### src/rtl/boot_route_pkg.sv
package boot_route_pkg;

    localparam int unsigned REG_W     = 32;
    localparam int unsigned BE_W      = REG_W / 8;
    localparam int unsigned FIELD_LSB = 10;
    localparam int unsigned FIELD_W   = 2;
    localparam int unsigned LOCK_BIT  = 0;
    localparam int unsigned NUM_DEST  = 3;

    typedef enum logic [FIELD_W-1:0] {
        RC_RSVD  = 2'b00,
        RC_FLASH = 2'b01,
        RC_PCI   = 2'b10,
        RC_LPC   = 2'b11
    } route_code_e;

    typedef enum int unsigned {
        DEST_FLASH = 0,
        DEST_PCI   = 1,
        DEST_LPC   = 2
    } dest_idx_e;

    typedef struct packed {
        logic             wr;
        logic             rd;
        logic             hit;
        logic [REG_W-1:0] wdata;
        logic [BE_W-1:0]  be;
    } reg_req_t;

    function automatic logic [REG_W-1:0] merge_bytes(
        input logic [REG_W-1:0] old_val,
        input logic [REG_W-1:0] new_val,
        input logic [BE_W-1:0]  be
    );
        logic [REG_W-1:0] res;
        res = old_val;
        for (int b = 0; b < BE_W; b++) begin
            if (be[b]) res[b*8 +: 8] = new_val[b*8 +: 8];
        end
        return res;
    endfunction

    function automatic logic [NUM_DEST-1:0] code_to_sel(input route_code_e code);
        logic [NUM_DEST-1:0] sel;
        sel = '0;
        unique case (code)
            RC_PCI:  sel[DEST_PCI]   = 1'b1;
            RC_LPC:  sel[DEST_LPC]   = 1'b1;
            default: sel[DEST_FLASH] = 1'b1;
        endcase
        return sel;
    endfunction

endpackage

### src/rtl/brr_strap_sync.sv
module brr_strap_sync
    import boot_route_pkg::*;
#(
    parameter int unsigned STAGES = 2
) (
    input  logic         clk,
    input  logic         rst,
    input  logic [FIELD_W-1:0] strap_i,
    output route_code_e  code_o
);
    logic [FIELD_W-1:0] stage_q [STAGES];

    generate
        for (genvar s = 0; s < STAGES; s++) begin : g_stage
            if (s == 0) begin : g_first
                always_ff @(posedge clk) stage_q[0] <= strap_i;
            end else begin : g_next
                always_ff @(posedge clk) stage_q[s] <= stage_q[s-1];
            end
        end
    endgenerate

    // rst is intentionally unused for data: the chain must keep sampling during reset
    logic unused_rst;
    assign unused_rst = rst;
    assign code_o = route_code_e'(stage_q[STAGES-1]);
endmodule

### src/rtl/brr_reg_core.sv
module brr_reg_core
    import boot_route_pkg::*;
(
    input  logic             clk,
    input  logic             rst,
    input  route_code_e      boot_code_i,
    input  reg_req_t         req_i,
    output logic [REG_W-1:0] ctrl_o,
    output logic [REG_W-1:0] rdata_o,
    output logic             rvalid_o
);
    logic [REG_W-1:0] ctrl_q;
    logic [REG_W-1:0] ctrl_d;
    logic [REG_W-1:0] merged;
    logic             locked;

    assign locked = ctrl_q[LOCK_BIT];
    assign merged = merge_bytes(ctrl_q, req_i.wdata, req_i.be);

    always_comb begin
        ctrl_d = ctrl_q;
        if (req_i.wr && req_i.hit) begin
            ctrl_d = merged;
            if (locked) ctrl_d[FIELD_LSB +: FIELD_W] = ctrl_q[FIELD_LSB +: FIELD_W];
            ctrl_d[LOCK_BIT] = locked | merged[LOCK_BIT];
        end
    end

    always_ff @(posedge clk) begin
        if (rst) begin
            ctrl_q                      <= '0;
            ctrl_q[FIELD_LSB +: FIELD_W] <= boot_code_i;
            rdata_o                     <= '0;
            rvalid_o                    <= 1'b0;
        end else begin
            ctrl_q   <= ctrl_d;
            rvalid_o <= req_i.rd;
            rdata_o  <= (req_i.rd && req_i.hit) ? ctrl_q : '0;
        end
    end

    assign ctrl_o = ctrl_q;
endmodule

### src/rtl/brr_route_decode.sv
module brr_route_decode
    import boot_route_pkg::*;
(
    input  logic [FIELD_W-1:0]  field_i,
    output logic [NUM_DEST-1:0] sel_o
);
    assign sel_o = code_to_sel(route_code_e'(field_i));
endmodule

### src/rtl/boot_route_reg.sv
module boot_route_reg
    import boot_route_pkg::*;
#(
    parameter int unsigned ADDR_W      = 12,
    parameter logic [ADDR_W-1:0] REG_ADDR = 12'h410,
    parameter int unsigned SYNC_STAGES = 2
) (
    input  logic              clk,
    input  logic              rst,
    input  logic [1:0]        strap_i,
    input  logic              reg_wr_i,
    input  logic              reg_rd_i,
    input  logic [ADDR_W-1:0] reg_addr_i,
    input  logic [31:0]       reg_wdata_i,
    input  logic [3:0]        reg_be_i,
    output logic [31:0]       reg_rdata_o,
    output logic              reg_rvalid_o,
    output logic [2:0]        route_sel_o
);
    route_code_e      boot_code;
    reg_req_t         req;
    logic [REG_W-1:0] ctrl_q;

    assign req.wr    = reg_wr_i;
    assign req.rd    = reg_rd_i;
    assign req.hit   = (reg_addr_i == REG_ADDR);
    assign req.wdata = reg_wdata_i;
    assign req.be    = reg_be_i;

    brr_strap_sync #(.STAGES(SYNC_STAGES)) u_sync (
        .clk     (clk),
        .rst     (rst),
        .strap_i (strap_i),
        .code_o  (boot_code)
    );

    brr_reg_core u_core (
        .clk         (clk),
        .rst         (rst),
        .boot_code_i (boot_code),
        .req_i       (req),
        .ctrl_o      (ctrl_q),
        .rdata_o     (reg_rdata_o),
        .rvalid_o    (reg_rvalid_o)
    );

    brr_route_decode u_dec (
        .field_i (ctrl_q[FIELD_LSB +: FIELD_W]),
        .sel_o   (route_sel_o)
    );
endmodule

### config.mk
export PLATFORM = sky130hd
export DESIGN_NAME = boot_route_reg
export DESIGN_NICKNAME = d
export VERILOG_FILES = /design/src/rtl/boot_route_pkg.sv /design/src/rtl/brr_strap_sync.sv /design/src/rtl/brr_reg_core.sv /design/src/rtl/brr_route_decode.sv /design/src/rtl/boot_route_reg.sv
export SDC_FILE = /design/constraint.sdc
export NUM_CORES = 1
export LEC_CHECK = 0
export CORE_MARGIN = 3
export CORE_UTILIZATION = 65
export DETAILED_ROUTE_END_ITERATION = 16
export DONT_BUFFER_PORTS = 1
export HOLD_SLACK_MARGIN = 0.05
export PLACE_DENSITY = 0.83
export SLEW_MARGIN = 5
export SYNTH_ARGS = -nofsm -noshare
export SYNTH_HDL_FRONTEND = slang
export SYNTH_SLANG_ARGS = --single-unit
### constraint.sdc
create_clock -name clk -period 3.7 [get_ports clk]
set_input_delay 0.74 -clock clk [delete_from_list [all_inputs] [get_ports clk]]
set_output_delay 0.74 -clock clk [all_outputs]
set_load 0.005 [all_outputs]
After elaboration in Yosys (flattened, before gate mapping)
Memory sizes are Yosys's and may differ from the RTL's.
Index checks and enable logic that the tools add are counted.
{"block": "classes", "n_addsub": 0, "n_mul": 0, "div": 0, "magnitude_cmp": 0, "eq_ne": 4, "n_shift": 0, "mux": 8, "bitwise_logic": 2, "reduce_logical": 11}
{"operator": "two-way mux 12 bit", "count": 2}
{"operator": "equality test 12 x 11 -> 1 bit, second input constant", "count": 1}
{"operator": "two-way mux 8 bit", "count": 1}
{"operator": "AND reduction 2 bit", "count": 4}
{"operator": "equality test 2 bit, second input constant", "count": 2}
{"operator": "two-way mux 4 bit", "count": 1}
{"operator": "nonzero test 2 bit", "count": 2}
{"operator": "OR reduction 2 bit", "count": 2}
{"operator": "two-way mux 1 bit", "count": 3}
{"operator": "AND reduction 3 bit", "count": 1}
{"operator": "logical AND 1 bit", "count": 2}
{"operator": "two-way mux 2 bit", "count": 1}
{"operator": "!= test 2 bit, second input constant", "count": 1}
{"operator": "inverter 1 bit", "count": 1}
{"operator": "bitwise OR 1 bit", "count": 1}
{"block": "totals", "regBits": 65, "latch_bits": 0, "ramBits": 4, "mem_bits_ro": 0, "output_inout_bits": 36, "memories": 1}
{"memory": "u_sync.stage_q", "depth": 2, "width": 2, "read_ports": 2, "rd_clocked_by_memory_dff": 0, "write_ports": 2, "line_no": "brr_strap_sync.sv:11", "source": "logic [FIELD_W-1:0] stage_q [STAGES];"}

Logic depth before layout (Yosys ltp)
Gate-level depths: netlist (run 1).
{"block": "depth", "depth_word": 4, "ltp_mapped": 5, "mapped_depth_nobuf": 3}

Hierarchy
From an unflattened synthesis (run 1), not the netlist that was laid out.
{"block": "unflattened", "hier_cells": 227, "area_unflattened_um2": 2518.7}
{"mod": "brr_reg_core", "instances": 1, "cells_per_inst": 214, "area_per_inst_um2": 2373.5, "seq_area_each_um2": 1321.3}
{"mod": "brr_strap_sync", "instances": 1, "cells_per_inst": 6, "area_per_inst_um2": 95.1, "seq_area_each_um2": 80.1}
{"mod": "boot_route_reg", "instances": 1, "cells_per_inst": 4, "area_per_inst_um2": 30.0, "seq_area_each_um2": 0.0}
{"mod": "brr_route_decode", "instances": 1, "cells_per_inst": 3, "area_per_inst_um2": 20.0, "seq_area_each_um2": 0.0}

Worst setup path before layout (run 1)
No wires, ideal clock.
{"block": "synth_path", "kind": "input to register", "from": "input port reg_addr_i[7]", "to": "register u_core.ctrl_q[10] (netlist: u_core.ctrl_o[10]) (enable)", "arrival_ns": 2.182, "required_ns": 3.404, "path_slack_ns": 1.222, "stages": 4, "path_cell_list": "or4_1 buf_4 nor4_4 a21o_1"}
{"block": "synth_between", "elab_chain_cells": 4}
{"element": "start, declared", "line_no": "boot_route_reg.sv:13", "source": "input logic [ADDR_W-1:0] reg_addr_i,"}
{"element": "equality test 12 x 11 -> 1 bit", "line_no": "boot_route_reg.sv:26", "source": "assign req.hit = (reg_addr_i == REG_ADDR);"}
{"element": "logical AND 1 bit", "line_no": "brr_reg_core.sv:22", "source": "if (req_i.wr && req_i.hit) begin"}
{"element": "nonzero test 2 bit (no line)"}
{"element": "AND reduction 3 bit (no line)"}
{"element": "end signal, assigned by index", "line_no": "brr_reg_core.sv:32", "source": "ctrl_q[FIELD_LSB +: FIELD_W] <= boot_code_i;"}
{"element": "end signal, assigned", "line_no": "brr_reg_core.sv:36", "source": "ctrl_q <= ctrl_d;"}
{"element": "end, declared", "line_no": "brr_reg_core.sv:12", "source": "logic [REG_W-1:0] ctrl_q;"}
No other way between the ends.
A chain may end at the register's enable or synchronous reset.

Worst setup path after layout (run 1)
{"block": "layout_path", "from": "input port reg_addr_i[7]", "to": "register u_core.rdata_o[29]"}
{"block": "layout_between", "elab_chain_cells": 4}
{"element": "equality test 12 x 11 -> 1 bit", "line_no": "boot_route_reg.sv:26"}
{"element": "logical AND 1 bit", "line_no": "brr_reg_core.sv:38", "source": "rdata_o <= (req_i.rd && req_i.hit) ? ctrl_q : '0;"}
{"element": "inverter 1 bit (no line)"}
{"element": "OR reduction 2 bit (no line)"}
{"element": "end signal, assigned", "line_no": "brr_reg_core.sv:38"}
{"element": "end, declared", "line_no": "brr_reg_core.sv:9", "source": "output logic [REG_W-1:0] rdata_o,"}
No other way between the ends.

==> flow_metrics.py, run 1 <==
metrics = {
    "sta": {
        "finClkSkew_ns": 0.00441,
        "final_max_slew_viol_count": 0,
        "fin_crit_ns": 2.33,
        "fin_setup_tns_ns": 0,
        "worst_pin_slew_ns": 0.730,
        "setup_viol": 0,
        "holdWs_ns": 0.333,
        "slew_headroom": 0.510,
        "fin_crit_sh": 0.630,
        "max_freq_mhz": 429,
        "hold_viol": 0,
        "grt_setup_unrepaired": "false",
    },
    "placement": {
        "place_hpwl_um": 3210,
        "io_buffers": 0,
        "finalWeightedCongestion": 0.706,
    },
    "detailed_routing": {
        "drtAntennaViolNets": 0,
        "wl_per_cell_um": 16.1,
        "totalWireLength_um": 4460,
        "dr.pass1.iters": 4,
        "drc": 0,
        "vias": 1469,
        "dr.first_iter.drc_count": 76,
        "viasPerCell": 5.30,
    },
    "finish": {
        "layout_commonest_cell": "dfxtp_1",
        "syn_to_final_growth_pct": 8.53,
        "layout.nets": 279,
        "n_antenna_cell": 0,
        "final_cell_mix": "dfxtp_1, nand2b_1, and2_1",
        "drive_gt1_frac": 0.0873,
    },
    "pwr": {
        "p_leak_nw": 1.03,
        "p_per_area_mw_per_mm2": 502,
        "vdd_drop_max_mv": 0.329,
    },
    "hold_path": {
        "hold_class": "flip-flop to flip-flop",
        "worstHoldPathCells": 0,
    },
    "global_route": {
        "grt_pass1_wl_um": 7070,
        "antenna_found_initial": 0,
        "grt_pass1_vias": 1507,
        "grt_usage": 0.216,
        "overflow": 0,
        "grt_max_degree": 67,
    },
    "synth": {
        "synth_nets": 279,
        "ys_ff_latch": 69,
        "seq_area_frac_synth": 0.553,
        "netlist_area_mm2": 0.00254,
        "syn_inst": 225,
        "yosysWarnings": 0,
        "avgSynthCellArea_um2": 11.3,
        "synth.lib_cells_used.distinct": 20,
    },
    "job": {
        "cap_violations": 0,
    },
    "cts": {
        "cts_sinks": 69,
        "htree_levels": 3,
        "clk_path_buf_depth": 2,
        "post-cts-setup-buffers": 0,
        "postCtsHoldBufs": 0,
        "cts_tree": "built",
        "insertion_delay_ns": 0.34,
        "clk_pin_slew_ns": 0.06,
        "root_buffer": "clkbuf_8",
        "cts_resized": 0,
        "cts_buffers": 9,
    },
    "critical_path": {
        "path_max_fanout": 18,
        "rrSetupSlack_ns": 2.91,
        "crit_required_ns": 3.98,
        "reg2reg_depth": 2,
        "end_kind": "flip-flop",
        "worstPathArrival_ns": 2.61,
        "start_kind": "primary input",
        "worst-setup-path-type": "primary input to flip-flop",
    },
    "die": {
        "core_area_mm2": 0.00372,
        "ios": 90,
        "die_height_um": 68.5,
        "die-area_mm2": 0.00469,
        "placementRows": 22,
        "start_util": 0.682,
        "fp.dieW_um": 68.5,
    },
    "status": {
        "status": "completed",
    },
}
[registers in the layout (all words and copies together) (netlist names)]
register         cells
u_core.ctrl_o       32
u_core.rvalid_o      1
u_sync.stage_q       4
u_core.rdata_o      32
[metrics by stage]
stage	cells	cell area [um^2]	utilization	setup WS (ns)	total power (W)
after global placement	262	2560	0.689	1.09	0.000799
after floorplan	225	2540	-	1.22	0.000802
after CTS	277	2750	0.741	1.34	0.00139
after detailed placement	262	2560	0.689	0.980	0.000801
final	277	2750	0.741	1.37	0.00138
after global routing	277	2750	0.741	1.19	0.00143
[Yosys cell counts (all sizes together)]
| library cell | number | area, um^2 |
|---|---|---|
| buf | 2 | 18.8 |
| nand2b | 58 | 363 |
| nand4bb | 1 | 11.3 |
| a21o | 1 | 7.51 |
| nor4 | 4 | 85.1 |
| mux2i | 29 | 290 |
| nand2 | 4 | 15.0 |
| dfxtp | 67 | 1340 |
| or4 | 2 | 18.8 |
| edfxtp | 2 | 60.1 |
| nor2 | 1 | 3.75 |
| a22o | 2 | 17.5 |
| nor4b | 1 | 15.0 |
| o2bb2ai | 1 | 8.76 |
| inv | 2 | 7.51 |
| and2 | 33 | 206 |
| nor2b | 4 | 25.0 |
| clkbuf | 11 | 41.3 |
[layout make-up]
type	instances	area, um^2
multi-input cells	141	1080
inverters	2	7.51
clock inverters	1	30.0
repair buffers	2	15.0
flip-flops and latches	69	1400
well taps	48	60.1
fillers	270	963
clock buffers	14	163
[worst paths after layout]
check / startpoint / to
worst max register to register: u_core.ctrl_o[0]$_SDFFE_PP0N_ / u_core.ctrl_o[11]$_DFFE_PP_
worst max-delay path: reg_addr_i[7] / u_core.rdata_o[29]$_SDFF_PP0_
worst min-delay path: u_sync.stage_q[0][0]$_DFF_P_ / u_sync.stage_q[0][2]$_DFF_P_
worst min register to register: u_sync.stage_q[0][0]$_DFF_P_ / u_sync.stage_q[0][2]$_DFF_P_
[worst max-delay path, stage by stage]
cell     delay, ns
or4_1         0.74
nor4b_4       0.65
buf_4         0.31
and2_1        0.15
[power breakdown]
group,switching [W],internal [W]
Sequential,0.00000174,0.000750
Combinational,0.0000128,0.0000183
Clock,0.000252,0.000345
[per-layer routing]
metal	routed length, um	share of wire	vias up	track usage
li1	-	-	722	-
met1	1750	0.39	679	0.243
met2	2250	0.50	57	0.342
met3	350	0.078	11	0.0920
met4	112	0.025	0	0.119
met5	0	0	-	0
[logic make-up (layout without fill, tap and decap cells)]
logic type / Yosys count / count (layout) / share of synthesized area
flip-flops: 69 / 69 / 0.553
multiplexers: 29 / 29 / 0.114
AO/OA/AOI/OAI: 4 / 4 / 0.0133
AND/OR/NAND/NOR: 108 / 108 / 0.293
buffers and inverters: 15 / 19 / 0.0266
(Power assumes the default switching activity.)
==> run 2: changes to the inputs <==
--- a/config.mk
+++ b/config.mk
@@ -6,11 +6,11 @@
 export NUM_CORES = 1
 export LEC_CHECK = 0
 export CORE_MARGIN = 3
-export CORE_UTILIZATION = 65
+export CORE_UTILIZATION = 61
 export DETAILED_ROUTE_END_ITERATION = 16
 export DONT_BUFFER_PORTS = 1
 export HOLD_SLACK_MARGIN = 0.05
-export PLACE_DENSITY = 0.83
+export PLACE_DENSITY = 0.79
 export SLEW_MARGIN = 5
 export SYNTH_ARGS = -nofsm -noshare
 export SYNTH_HDL_FRONTEND = slang
==> constraint.sdc (replaced) <==
create_clock -name clk -period 2.19 [get_ports clk]
set_input_delay 0.438 -clock clk [delete_from_list [all_inputs] [get_ports clk]]
set_output_delay 0.438 -clock clk [all_outputs]
set_load 0.005 [all_outputs]
==> run 2 against run 1 <==
Compared with the run above:
- worst hold slack lost 0.20 ns
- sequential power grew 69%
- non-clock buffer count grew 6
- global-route usage shrank 3.1 points
- sequential share of layout area shrank 1.3 points
- power grew 70%
- count of clock-buffer cells in the layout grew 1
- critical path type unchanged
- worst setup slack lost 0.85 ns
- via count grew 1.2%
- design area grew 2.7%
- register-to-register slack lost 1.5 ns
- routed wire length shrank 0.92%
- highest routed layer unchanged
==> flow_metrics.py, run 2 (synthesis gave the netlist of run 1 again) <==
metrics = {
    "status": {
        "status": "completed",
    },
    "critical_path": {
        "cpMostUsedCell": "buf_4",
        "slowest_stage": "or4_1",
        "cp_num_buf_inv": 2,
        "reg2reg_depth": 2,
        "path_max_fanout": 8,
        "cp_top_family": "simple AND/OR/NAND/NOR gates",
        "max_stage_delay_ns": 0.60,
        "crit_required_ns": 2.44,
        "worstPathArrival_ns": 1.92,
        "end_kind": "flip-flop",
        "start_kind": "primary input",
        "worst-setup-path-type": "primary input to flip-flop",
        "cp_num_cells": 5,
        "rrSetupSlack_ns": 1.41,
        "crit_chain": "or4_1 > buf_4 > nor4_4 > buf_4 > mux2i_1",
    },
    "finish": {
        "final_util": 0.739,
        "layout.nets": 285,
        "n_antenna_cell": 0,
        "final_cell_mix": "dfxtp_1, nand2b_1, and2_1",
        "fill_cells": 273,
        "syn_to_final_growth_pct": 11.4,
        "drive_gt1_frac": 0.110,
        "layout_commonest_cell": "dfxtp_1",
    },
    "sta": {
        "grt_setup_unrepaired": "false",
        "finClkSkew_ns": 0.00627,
        "slew_headroom": 0.817,
        "worst_pin_slew_ns": 0.272,
        "max_freq_mhz": 599,
        "holdWs_ns": 0.130,
        "fin_setup_tns_ns": 0,
        "final_max_slew_viol_count": 0,
        "fin_ws_ns": 0.520,
        "setup_viol": 0,
        "hold_viol": 0,
        "fin_crit_ns": 1.67,
        "fin_crit_sh": 0.763,
    },
    "hold_path": {
        "worstHoldPathCells": 0,
        "hold_class": "primary input to flip-flop",
    },
    "die": {
        "die_height_um": 70.5,
        "ios": 90,
        "core_area_mm2": 0.00383,
        "placementRows": 22,
        "fp.dieW_um": 70.5,
        "start_util": 0.663,
        "die-area_mm2": 0.00497,
    },
    "cts": {
        "insertion_delay_ns": 0.33,
        "post-cts-setup-buffers": 0,
        "postCtsHoldBufs": 0,
        "cts_sinks": 69,
        "clk_pin_slew_ns": 0.07,
        "cts_tree": "built",
        "cts_buffers": 9,
        "htree_levels": 3,
        "root_buffer": "clkbuf_8",
        "cts_resized": 0,
        "clk_path_buf_depth": 2,
    },
    "detailed_routing": {
        "drtAntennaViolNets": 0,
        "wl_per_cell_um": 15.6,
        "dr.first_iter.drc_count": 43,
        "drc": 0,
        "vias": 1486,
        "dr.pass1.iters": 4,
        "viasPerCell": 5.23,
        "totalWireLength_um": 4420,
    },
    "pwr": {
        "p_leak_nw": 1.06,
        "vdd_drop_max_mv": 0.611,
        "p_per_area_mw_per_mm2": 829,
    },
    "global_route": {
        "grt_max_degree": 67,
        "grt_pass1_wl_um": 7010,
        "grt_pass1_vias": 1511,
        "overflow": 0,
        "antenna_found_initial": 0,
        "grt_usage": 0.185,
    },
    "placement": {
        "pre_cts_ws_ns": 0.164,
        "finalWeightedCongestion": 0.741,
        "io_buffers": 0,
        "place_hpwl_um": 3080,
    },
    "job": {
        "cap_violations": 0,
    },
}
-- run 2: metal layers --
layer / up-vias / part of all wire / track usage
li1: 733 / - / -
met1: 687 / 0.40 / 0.201
met2: 60 / 0.52 / 0.317
met3: 6 / 0.068 / 0.0647
met4: 0 / 0.014 / 0.0894
met5: - / 0 / 0
-- run 2: area by class of cell --
class,count,area (um^2),share of cell area
Tap cell,48,60.1,0.0212
Multi-Input combinational cell,141,1080,0.381
Inverter,2,7.51,0.00266
Clock inverter,1,30.0,0.0106
Timing Repair Buffer,8,85.1,0.0301
Clock buffer,15,166,0.0589
Sequential cell,69,1400,0.496
-- run 2: worst paths after layout --
path	to	from
worst max-delay path	u_core.ctrl_o[7]$_SDFFE_PP0P_	reg_addr_i[7]
worst min-delay path	u_sync.stage_q[0][0]$_DFF_P_	strap_i[0]
worst max register to register	u_core.ctrl_o[10]$_DFFE_PP_	u_core.ctrl_o[0]$_SDFFE_PP0N_
worst min register to register	u_sync.stage_q[0][3]$_DFF_P_	u_sync.stage_q[0][1]$_DFF_P_
-- run 2: through the flow --
step / cells / area, um^2 / power (W)
6_report: 284 / 2830 / 0.00234
5_1_grt: 284 / 2830 / 0.00241
4_1_cts: 284 / 2830 / 0.00236
3_5_place_dp: 268 / 2630 / 0.00135
3_3_place_gp: 268 / 2630 / 0.00135
2_1_floorplan: 225 / 2540 / 0.00136
-- run 2: power by group --
group	internal, W	leakage [nW]	total, W	switching (W)
combinational	0.0000321	0.403	0.0000536	0.0000215
clock	0.000591	0.0979	0.00102	0.000427
sequential	0.00127	0.562	0.00127	0.00000256
total	0.00189	1.06	0.00234	0.000451
